## src/rtl/rsfix_pkg.sv

```systemverilog
package rsfix_pkg;

    localparam int SYM_W       = 12;
    localparam int BYTE_W      = 8;
    localparam int DATA_BYTES  = 2048;
    localparam int SPARE_BYTES = 64;
    localparam int BUF_BYTES   = DATA_BYTES + SPARE_BYTES;
    localparam int ADDR_W      = $clog2(BUF_BYTES);
    localparam int POS_W       = 11;

    typedef logic [ADDR_W-1:0] baddr_t;

    typedef struct packed {
        logic              legal;
        logic              pair;
        baddr_t            a_lo;
        logic [BYTE_W-1:0] m_lo;
        baddr_t            a_hi;
        logic [BYTE_W-1:0] m_hi;
    } sym_ops_t;

    typedef enum logic [2:0] {
        ST_IDLE,
        ST_SCAN,
        ST_PICK,
        ST_READ,
        ST_WRITE,
        ST_FINISH
    } fix_state_t;

endpackage

```

## src/rtl/rsfix_locate.sv

```systemverilog
module rsfix_locate
    import rsfix_pkg::*;
#(
    parameter int MAX_POS = 1374
) (
    input  logic [POS_W-1:0] pos,
    input  logic [SYM_W-1:0] pat,
    output sym_ops_t         ops
);

    localparam int TRI_W = POS_W + 2;

    logic [TRI_W-1:0] triple;
    baddr_t           base;
    logic             in_range;

    // 3p computed as 2p + p, then halved to get the byte offset
    assign triple   = {1'b0, pos, 1'b0} + {2'b00, pos};
    assign base     = baddr_t'(triple >> 1);
    assign in_range = (int'(pos) <= MAX_POS);

    always_comb begin
        ops = '0;
        if (pos == '0) begin
            // First symbol is eight bits wide: upper nibble must be clear
            ops.legal = in_range && (pat[11:8] == 4'h0);
            ops.pair  = 1'b0;
            ops.a_lo  = '0;
            ops.m_lo  = pat[7:0];
        end else if (pos[0]) begin
            ops.legal = in_range;
            ops.pair  = 1'b1;
            ops.a_lo  = base;
            ops.m_lo  = pat[11:4];
            ops.a_hi  = base + baddr_t'(1);
            ops.m_hi  = {pat[3:0], 4'h0};
        end else begin
            ops.legal = in_range;
            ops.pair  = 1'b1;
            ops.a_lo  = base - baddr_t'(1);
            ops.m_lo  = {4'h0, pat[11:8]};
            ops.a_hi  = base;
            ops.m_hi  = pat[7:0];
        end
    end

endmodule

```

## src/rtl/rsfix_seq.sv

```systemverilog
module rsfix_seq
    import rsfix_pkg::*;
#(
    parameter int MAX_ERR = 4,
    parameter int NUM_W   = 3
) (
    input  logic                       clk,
    input  logic                       rst_n,
    input  logic                       start,
    input  logic [NUM_W-1:0]           err_num,
    input  sym_ops_t [MAX_ERR-1:0]     ops_all,
    output logic                       capture,
    output logic                       rd_en,
    output baddr_t                     rd_addr,
    input  logic [BYTE_W-1:0]          rd_data,
    output logic                       wr_en,
    output baddr_t                     wr_addr,
    output logic [BYTE_W-1:0]          wr_data,
    output logic                       done,
    output logic                       fail,
    output logic [NUM_W-1:0]           fixed_count
);

    localparam int IDX_W = (MAX_ERR > 1) ? $clog2(MAX_ERR) : 1;

    fix_state_t         state, state_nx;
    logic [NUM_W-1:0]   num_q;
    logic [IDX_W-1:0]   idx_q;
    logic               hi_q;
    sym_ops_t           cur_q;
    logic               fail_q;
    logic [NUM_W-1:0]   cnt_q;
    logic               bad_any;
    logic               last_entry;
    logic               more_bytes;
    logic [BYTE_W-1:0]  cur_mask;

    // Validate every pair in use at once; unused slots are ignored
    always_comb begin
        bad_any = (num_q > NUM_W'(MAX_ERR));
        for (int i = 0; i < MAX_ERR; i++) begin
            if ((NUM_W'(i) < num_q) && !ops_all[i].legal) begin
                bad_any = 1'b1;
            end
        end
    end

    assign last_entry = ((NUM_W'(idx_q) + NUM_W'(1)) == num_q);
    assign more_bytes = cur_q.pair && !hi_q;
    assign cur_mask   = hi_q ? cur_q.m_hi : cur_q.m_lo;

    always_comb begin
        state_nx = state;
        unique case (state)
            ST_IDLE:   if (start) state_nx = ST_SCAN;
            ST_SCAN:   state_nx = (bad_any || (num_q == '0)) ? ST_FINISH : ST_PICK;
            ST_PICK:   state_nx = ST_READ;
            ST_READ:   state_nx = ST_WRITE;
            ST_WRITE: begin
                if (more_bytes)      state_nx = ST_READ;
                else if (last_entry) state_nx = ST_FINISH;
                else                 state_nx = ST_PICK;
            end
            ST_FINISH: state_nx = ST_IDLE;
            default:   state_nx = ST_IDLE;
        endcase
    end

    always_ff @(posedge clk or negedge rst_n) begin
        if (!rst_n) state <= ST_IDLE;
        else        state <= state_nx;
    end

    always_ff @(posedge clk or negedge rst_n) begin
        if (!rst_n) begin
            num_q  <= '0;
            idx_q  <= '0;
            hi_q   <= 1'b0;
            cur_q  <= '0;
            fail_q <= 1'b0;
            cnt_q  <= '0;
        end else begin
            unique case (state)
                ST_IDLE: begin
                    if (start) begin
                        num_q  <= err_num;
                        idx_q  <= '0;
                        fail_q <= 1'b0;
                        cnt_q  <= '0;
                    end
                end
                ST_SCAN: begin
                    fail_q <= bad_any;
                    cnt_q  <= bad_any ? '0 : num_q;
                end
                ST_PICK: begin
                    cur_q <= ops_all[idx_q];
                    hi_q  <= 1'b0;
                end
                ST_READ: begin
                end
                ST_WRITE: begin
                    if (more_bytes) hi_q  <= 1'b1;
                    else            idx_q <= idx_q + IDX_W'(1);
                end
                ST_FINISH: begin
                end
                default: begin
                end
            endcase
        end
    end

    assign capture     = (state == ST_IDLE) && start;
    assign rd_en       = (state == ST_READ);
    assign rd_addr     = hi_q ? cur_q.a_hi : cur_q.a_lo;
    assign wr_en       = (state == ST_WRITE);
    assign wr_addr     = rd_addr;
    assign wr_data     = rd_data ^ cur_mask;
    assign done        = (state == ST_FINISH);
    assign fail        = fail_q;
    assign fixed_count = cnt_q;

    p_rd_wr_exclusive_r9: assert property (@(posedge clk) disable iff (!rst_n)
        !(rd_en && wr_en));

    p_write_follows_read_r9: assert property (@(posedge clk) disable iff (!rst_n)
        wr_en |-> $past(rd_en));

    p_write_same_addr_r9: assert property (@(posedge clk) disable iff (!rst_n)
        wr_en |-> (wr_addr == $past(rd_addr)));

    p_fail_blocks_write_r2: assert property (@(posedge clk) disable iff (!rst_n)
        fail |-> !wr_en);

    p_done_single_r9: assert property (@(posedge clk) disable iff (!rst_n)
        done |=> !done);

    p_count_bound_r8: assert property (@(posedge clk) disable iff (!rst_n)
        done |-> (fixed_count <= NUM_W'(MAX_ERR)));

    p_addr_in_buffer_r6: assert property (@(posedge clk) disable iff (!rst_n)
        wr_en |-> (int'(wr_addr) < BUF_BYTES));

    p_fail_no_count_r10: assert property (@(posedge clk) disable iff (!rst_n)
        (done && fail) |-> (fixed_count == '0));

endmodule

```

## src/rtl/rs_sym_fixer.sv

```systemverilog
module rs_sym_fixer
    import rsfix_pkg::*;
#(
    parameter int MAX_ERR = 4,
    parameter int MAX_POS = 1374,
    parameter int NUM_W   = $clog2(MAX_ERR + 1)
) (
    input  logic                       clk,
    input  logic                       rst_n,
    input  logic                       start,
    input  logic [NUM_W-1:0]           err_num,
    input  logic [MAX_ERR*POS_W-1:0]   err_pos,
    input  logic [MAX_ERR*SYM_W-1:0]   err_pat,
    output logic                       buf_rd_en,
    output logic [ADDR_W-1:0]          buf_rd_addr,
    input  logic [BYTE_W-1:0]          buf_rd_data,
    output logic                       buf_wr_en,
    output logic [ADDR_W-1:0]          buf_wr_addr,
    output logic [BYTE_W-1:0]          buf_wr_data,
    output logic                       done,
    output logic                       fail,
    output logic [NUM_W-1:0]           fixed_count
);

    logic [MAX_ERR*POS_W-1:0] pos_q;
    logic [MAX_ERR*SYM_W-1:0] pat_q;
    sym_ops_t [MAX_ERR-1:0]   ops_all;
    logic                     capture;

    always_ff @(posedge clk or negedge rst_n) begin
        if (!rst_n) begin
            pos_q <= '0;
            pat_q <= '0;
        end else if (capture) begin
            pos_q <= err_pos;
            pat_q <= err_pat;
        end
    end

    for (genvar g = 0; g < MAX_ERR; g++) begin : g_loc
        rsfix_locate #(
            .MAX_POS (MAX_POS)
        ) u_loc (
            .pos (pos_q[g*POS_W +: POS_W]),
            .pat (pat_q[g*SYM_W +: SYM_W]),
            .ops (ops_all[g])
        );
    end

    rsfix_seq #(
        .MAX_ERR (MAX_ERR),
        .NUM_W   (NUM_W)
    ) u_seq (
        .clk         (clk),
        .rst_n       (rst_n),
        .start       (start),
        .err_num     (err_num),
        .ops_all     (ops_all),
        .capture     (capture),
        .rd_en       (buf_rd_en),
        .rd_addr     (buf_rd_addr),
        .rd_data     (buf_rd_data),
        .wr_en       (buf_wr_en),
        .wr_addr     (buf_wr_addr),
        .wr_data     (buf_wr_data),
        .done        (done),
        .fail        (fail),
        .fixed_count (fixed_count)
    );

endmodule

```

## config.mk

```make
export PLATFORM = sky130hd
export DESIGN_NAME = rs_sym_fixer
export DESIGN_NICKNAME = d
export VERILOG_FILES = /design/src/rtl/rsfix_pkg.sv /design/src/rtl/rsfix_locate.sv /design/src/rtl/rsfix_seq.sv /design/src/rtl/rs_sym_fixer.sv
export SDC_FILE = /design/constraint.sdc
export NUM_CORES = 1
export LEC_CHECK = 0
export CORE_UTILIZATION = 35
export CTS_BUF_LIST = sky130_fd_sc_hd__clkbuf_4
export DETAILED_ROUTE_END_ITERATION = 10
export DONT_BUFFER_PORTS = 1
export PLACE_DENSITY = 0.48
export RECOVER_POWER = 25
export SYNTH_ARGS = -nofsm -noshare
export SYNTH_HDL_FRONTEND = slang
export SYNTH_HIERARCHICAL = 1
export SYNTH_SLANG_ARGS = --single-unit
```

## constraint.sdc

```tcl
create_clock -name clk -period 3.32 [get_ports clk]
set_input_delay 0.332 -clock clk [delete_from_list [all_inputs] [get_ports clk]]
set_output_delay 0.332 -clock clk [all_outputs]
set_load 0.02 [all_outputs]
```

* After elaboration in Yosys (flattened, before gate mapping)
Index checks and enable logic that the tools add are counted.
W data, S select, Z words.
** Storage, ports and cells
- Register bits after elaboration :: 146
- Output and inout bits :: 39
** Cells by class
- Equal/unequal tests :: 9
- Magnitude comparators :: 10
- Bitwise gates (word level) :: 1
- Multiplexer cells :: 35
- Reductions and logical operators :: 33
- Add/sub/neg operators :: 14
** Operator list (count)
- $mux W40 :: 4
- $mux W22 :: 4
- $bmux W42 S2 :: 1
- $mux W20 :: 4
- $add A12 B11 Y13 :: 4
- $add A12 B1 Y12 const B :: 4
- $sub A12 B1 Y12 const B :: 4
- $le A11 B11 Y1 const B :: 4
- $logic_not A11 Y1 :: 4
- $mux W41 :: 1
- $mux W3 :: 6
- $logic_not A4 Y1 :: 4
- $pmux W3 S5 :: 1
- $mux W12 :: 1
- $logic_and A1 B1 Y1 :: 10
- $mux W8 :: 1
- $xor A8 B8 Y8 :: 1
- $eq A3 B2 Y1 const B :: 2
- $eq A3 B3 Y1 const B :: 2
- $logic_not A3 Y1 :: 2
- $lt A1 B3 Y1 const A :: 2
- $lt A2 B3 Y1 const A :: 2
- $mux W1 :: 6
- $pmux W3 S2 :: 1
- 16 further kinds :: 27

* Depth between registers and ports, before layout
Gate-level depths: netlist of run 1.
- Word-level depth :: 13
- Depth in mapped cells :: 12

* Cells and area by module
Netlist of run 1, hierarchy kept.
** Modules (own cells, without submodules)
- rsfix_locate (g_loc[0].u_loc ...) :: seq. area each 0.0 µm², cells each 231, area an instance 1682.9 µm², instances 3
- rs_sym_fixer :: seq. area each 2302.2 µm², cells each 194, area an instance 3814.9 µm², instances 1
- rsfix_seq :: seq. area each 1351.3 µm², cells each 256, area an instance 3575.9 µm², instances 1
- rsfix_locate (g_loc[1].u_loc) :: seq. area each 0.0 µm², cells each 238, area an instance 1712.9 µm², instances 1

* Worst setup path after synthesis of run 1
Ideal clock, no wire load.
- Path type :: flip-flop to flip-flop
- Start point :: register pos_q[11]
- End point :: register u_seq/cur_q[38] in the netlist's numbering
- Library setup time :: 125 ps
- Buffers on the path :: 1
- Slack :: -72 ps
- Period minus slack after synthesis :: 3392 ps
- Data arrival time :: 3267 ps
- Stages on the path, launching flop included :: 13
- Path through :: dfrtp_1 > buf_1 > inv_1 > ha_1 > inv_1 > ha_1 > inv_1 > or3_2 > a2111oi_4 > nand4_1 > mux2i_1 > mux4_2 > mux2_2
** RTL lines
- start, declared :: line rs_sym_fixer.sv:25 : logic [MAX_ERR*POS_W-1:0] pos_q;
- start signal, assigned :: line rs_sym_fixer.sv:35 : pos_q <= err_pos;
- end signal, assigned :: line rsfix_seq.sv:97 : cur_q <= ops_all[idx_q];
- end, declared :: line rsfix_seq.sv:30 : sym_ops_t cur_q;

==> flow_summary.ini, run 1 <==
[status]
status = finished, violations left
violations = max-capacitance violations, max-slew violations, negative setup slack

[yosys]
synth_edf_count = 0
yosysWarnings = 6
ys_async_sr_fraction_pct = 100
syn_nets = 1596
syn_area_um2 = 14200
synth_cell_types = 84
synth_flop_cell = dfrtp_1
seq_area_frac_synth_pct = 25.8
synth_cells = 1381
ys_seq_elements = 146
syn_area_per_cell_um2 = 10.2

[clock_network]
cts.sinks = 146
clock_latency_ns = 0.74
h-tree-depth = 4
cts.clk_slew.worst_paths_ns = 0.16
cts_buffer_depth = 2
cts_tree = yes
clockRootBuffer = clkbuf_4
cts_buffers = 17

[global_route]
antenna_found_initial = 1
grt_pass1_wl_um = 66000
grt_max_degree = 147
globalRouteOverflowTotal = 0
grt_usage_pct = 21.1
grt_pass1_vias = 11100

[routing]
drcViolationCount = 0
postRouteAntennaNets = 0
wl_per_cell_um = 20.2
drt_iter0_drc = 733
drt-total-wl_um = 42500
drt_first_pass_iters = 5
via_count = 11100
vias_per_cell = 5.29

[placement]
portBuffers = 0
place.gp.congestion = 0.830
dp_hpwl_um = 32300
dpl_worst_slack_ns = -0.0996

[flow_run]
max_cap_violations = 1

[finish]
final_cell_mix = 140 x dfrtp_1, 129 x buf_4, 97 x dlygate4sd3_1
syn_to_final_growth_pct = 21.4
layout_commonest_cell = dfrtp_1
drive_gt1_share_pct = 31.7
layout.nets = 1775

[setup_path]
endpoint_kind = flop
reg2reg_to = u_seq/cur_q[18]
cp-start-kind = flop
required_ns = 3.93
r2r_cells = 12
cp.arrival_ns = 3.93
critPathKind = reg2reg
rrSetupSlack_ns = -0.004
cp-startpoint = pos_q[11]
crit_fanout = 3
reg2reg_from = pos_q[11]
crit_end = u_seq/cur_q[18]

[floorplan]
die_area_um2 = 41200
io_pins = 145
die_y_um = 203
core_area_um2 = 39800
row_count = 73
start_util_pct = 35.5
dieWidth_um = 203

[sta]
max-slew-margin-rel_pct = -48.6
hold_viol = 0
setup_violations = 1
fin_crit_ns = 3.32
maxSlewViolCount = 147
worst_slack_ns = -0.00350
tightest_slew_ns = 2.23
post-route-period-util_pct = 100
rsz0062_at_grt = yes
fin_skew_ns = 0.0306
max_freq_mhz = 301

[min_path]
hp-class = in2reg
## per-layer routing
layer	track usage, %	share of wire (%)	up-vias
li1	-	-	5395
met1	30.3	50	5503
met4	6.34	1.6	0
met3	5.06	4.9	33
met5	0	0	-
met2	31.0	43	187
## cell families (layout without fill, tap and decap cells)
group | count (synthesis) | after routing | synth area share [%]
AO/OA/AOI/OAI | 240 | 240 | 12.9
XOR/XNOR | 66 | 66 | 4.40
adder cells (fa/ha/maj) | 109 | 109 | 9.85
buffers and inverters | 158 | 350 | 6.08
flip-flops | 146 | 146 | 25.8
multiplexers | 248 | 248 | 24.6
other | 0 | 4 | 0
AND/OR/NAND/NOR | 414 | 414 | 16.4
## synthesized netlist by cell type, drive strengths merged (5+ instances only)
library cell,count,area [um2]
a2111oi,7,105
a211oi,14,133
a21boi,6,45.0
a21o,13,98.9
a21oi,68,408
and2,10,63.8
and3,30,190
and4,5,43.8
buf,55,473
clkbuf,23,87.6
dfrtp,146,3650
ha,105,1310
inv,80,300
mux2,145,1930
mux2i,62,621
mux4,41,923
nand2,89,334
nand2b,15,93.8
nand3,30,150
nand3b,13,97.6
nand4,22,138
nor2,93,362
nor2b,8,50.1
nor3,22,110
nor3b,9,67.6
nor4,25,315
o211ai,7,93.8
o21a,17,128
o21ai,52,264
o221ai,5,62.6
o31a,6,52.6
o31ai,9,67.6
or2,7,43.8
or3,17,108
or4,13,97.6
xnor2,36,338
xor2,30,285
## area by class of cell
type                       count  area [um2]
fill                        3919       22600
multi-input combinational   1077       10200
sequential                   146        3660
timing repair buffer         238        2130
tap                          525         657
inverter                      80         305
clock inverter                15         131
clock buffer                  17         128
antenna                        4        10.0
## worst max-delay path: stages, from the launching register on
cell and delay, ns:
dfrtp_2 0.47, ha_4 0.18, fa_2 0.55, buf_6 0.11, buf_6 0.10, ha_4 0.12
and3_4 0.18, nor2b_4 0.14, nand4_1 0.18, nor4_2 0.33, mux2i_1 0.12, mux4_2 0.45
mux2_4 0.26
## flip-flops by register name, summed over array words and instances, names as in the netlist
| register | cells |
|---|---|
| u_seq/state | 3 |
| u_seq/idx_q | 2 |
| u_seq/cur_q | 41 |
| pat_q | 48 |
| u_seq/num_q | 3 |
| u_seq/fixed_count | 3 |
| pos_q | 44 |
| u_seq/fail | 1 |
| u_seq/hi_q | 1 |
## how the worst min path moves through the flow
stage,from,to,slack [ns],depth (start not counted)
6_report,start,u_seq/num_q[0],0.14,3
5_1_grt,start,u_seq/num_q[2],0.12,3
4_1_cts,start,u_seq/num_q[1],0.02,3
3_5_place_dp,rst_n,pos_q[15],0.04,0
3_3_place_gp,rst_n,pos_q[14],0.04,0
2_1_floorplan,rst_n,pat_q[0],0.04,0
## metrics by stage
step                utilization (%)  hold slack, ns  std cells  instance area, um2  TNS [ns]
floorplan                         -          0.0364       1381               14200         0
global placement               38.4          0.0426       1954               15300   -0.0893
detailed placement             38.4          0.0447       1954               15300    -0.294
CTS                            42.0          0.0210       2091               16700   -0.0497
global route                   43.1           0.118       2099               17200    -0.814
finish                         43.1           0.138       2102               17200  -0.00350
## what timing repair did
| action | in CTS | in global routing |
|---|---|---|
| gates resized for setup | 30 | 78 |
| hold buffers | 98 | 0 |
| pin swaps | 16 | 18 |
| hold endpoints to repair | 245 | 0 |
| setup endpoints to repair | 7 | 11 |
| buffers inserted | 7 | 7 |
Power of run 1 is left out: the tool's default activity adds up to more than one toggle a clock period on the data nets, which glitch-free logic cannot reach.
==> run 2: changes to the inputs <==
--- a/config.mk
+++ b/config.mk
@@ -5,12 +5,13 @@
 export SDC_FILE = /design/constraint.sdc
 export NUM_CORES = 1
 export LEC_CHECK = 0
-export CORE_UTILIZATION = 35
+export CORE_UTILIZATION = 40
 export CTS_BUF_LIST = sky130_fd_sc_hd__clkbuf_4
 export DETAILED_ROUTE_END_ITERATION = 10
 export DONT_BUFFER_PORTS = 1
-export PLACE_DENSITY = 0.48
+export PLACE_DENSITY = 0.53
 export RECOVER_POWER = 25
+export SLEW_MARGIN = 15
 export SYNTH_ARGS = -nofsm -noshare
 export SYNTH_HDL_FRONTEND = slang
 export SYNTH_HIERARCHICAL = 1
==> run 2 against run 1 <==
  * The flow finishes with violations (negative hold slack)
  * Critical path depth fell by 1
  * Via count rose by 0.49%
  * Design area fell by 0.15%
  * Sequential share of layout area barely moved
  * Final cell count fell by 3.1%
  * Die area fell by 12%
  * Global-route usage rose by 1.2 points
  * First-iteration DRC count fell by 10%
  * Count of clock-buffer cells in the layout did not move
  * Sequential cell count did not move
  * Wire length fell by 5.8%
  * Critical endpoint is now u_seq/cur_q[38]
==> flow_summary.ini, run 2 (same netlist as run 1, synthesis figures left out) <==
[setup_path]
cp.arrival_ns = 3.82
required_ns = 3.85
cp-startpoint = pos_q[11]
crit_fanout = 4
critPathKind = reg2reg
reg2reg_from = pos_q[11]
cp-start-kind = flop
endpoint_kind = flop
reg2reg_to = u_seq/cur_q[38]
rrSetupSlack_ns = 0.03
r2r_cells = 11

[placement]
portBuffers = 0
place.gp.congestion = 0.891
dp_cells = 1892
dp_hpwl_um = 30500

[global_route]
grt_usage_pct = 22.3
antenna_found_initial = 1
grt_pass1_wl_um = 62100
grt_max_degree = 147
grt_pass1_vias = 10800
globalRouteOverflowTotal = 0

[finish]
final_cell_mix = 142 x buf_4, 139 x dfrtp_1, 96 x dlygate4sd3_1
final_cells = 2036
drive_gt1_share_pct = 33.2
multiInputGateArea_um2 = 10200
largestRegisters = pat_q (48), pos_q (44), u_seq/cur_q (41)
layout.nets = 1781
syn_to_final_growth_pct = 21.2
largest_reg_flops = 48
layout_commonest_cell = buf_4
fillers = 3342
finish.utilization_pct = 49.4
regArea_um2 = 3660
regMostFlops = pat_q

[routing]
drt_first_pass_iters = 5
via_count = 11200
postRouteAntennaNets = 0
vias_per_cell = 5.49
top_layer_used = met4
drcViolationCount = 0
wl_per_cell_um = 19.7
drt_iter0_drc = 657
drt-total-wl_um = 40000
m1WireLength_um = 19500
met3_length_um = 2140
met2_length_um = 17800

[floorplan]
die_y_um = 190
dieWidth_um = 190
row_count = 68
io_pins = 145
die_area_um2 = 36100
start_util_pct = 40.8
core_area_um2 = 34700

[sta]
setup_violations = 0
fin_skew_ns = 0.0323
max-slew-margin-rel_pct = 45.6
tightest_slew_ns = 0.815
post-route-period-util_pct = 99.0
hold_viol = 146
fin_hold_ws_ns = -0.606
rsz0062_at_grt = yes
fin_crit_ns = 3.29
max_freq_mhz = 304
maxSlewViolCount = 0

[status]
status = finished, violations left
violations = negative hold slack

[clock_network]
cts_buffer_depth = 2
hold_buffers = 96
cts_tree = yes
clock_latency_ns = 0.62
clockRootBuffer = clkbuf_4
cts.sinks = 146
h-tree-depth = 4
cts_buffers = 17
cts.clk_slew.worst_paths_ns = 0.17

[min_path]
hp-class = in2async

[flow_run]
max_cap_violations = 0
run 2: area by class of cell:
class                           instances  area share [%]
Tap cell                              455            3.32
Antenna cell                            2          0.0292
Multi-Input combinational cell       1077            59.6
Inverter                               80            1.78
Clock inverter                         15           0.890
Timing Repair Buffer                  244            12.3
Clock buffer                           17           0.744
Sequential cell                       146            21.3
run 2: what timing repair did:
action,4_1_cts,5_1_grt
endpoints found under the setup margin,8,11
hold endpoints to repair,242,146
pin swaps,7,31
resized for setup,10,109
buffers inserted,1,13
run 2: through the flow:
step	instance area, um2	setup slack [ns]	setup TNS, ns
2_1_floorplan	14200	0.0527	0
3_3_place_gp	15200	-0.0110	-0.0317
3_5_place_dp	15200	-0.0893	-0.272
4_1_cts	16500	-0.0436	-0.0436
5_1_grt	17200	-0.0839	-0.577
6_report	17200	0.0331	0
run 2: critical path, cell delays in order, from the launching register on:
cell and delay [ns]:
dfrtp_1 0.44, ha_4 0.18, fa_2 0.50, inv_1 0.08, ha_1 0.15, inv_1 0.05, or3_2 0.50, a2111oi_4 0.29
nand4_1 0.16, mux2i_1 0.15, mux4_2 0.45, mux2_2 0.27
run 2: how the worst max path moves through the flow:
| stage | to | slack, ns | depth (start not counted) |
|---|---|---|---|
| finish | u_seq/cur_q[38] | 0.03 | 11 |
| global route | u_seq/cur_q[39] | -0.08 | 11 |
| CTS | u_seq/cur_q[38] | -0.04 | 10 |
| detailed placement | u_seq/cur_q[18] | -0.09 | 10 |
| global placement | u_seq/cur_q[17] | -0.01 | 11 |
| floorplan | u_seq/cur_q[38] | 0.05 | 11 |
run 2: metal layers:
layer	track usage (%)	vias to the layer above
li1	-	5413
met1	31.7	5506
met2	33.9	224
met3	5.22	30
met4	5.06	0
met5	0	-
Power of run 2 is left out for the same reason.
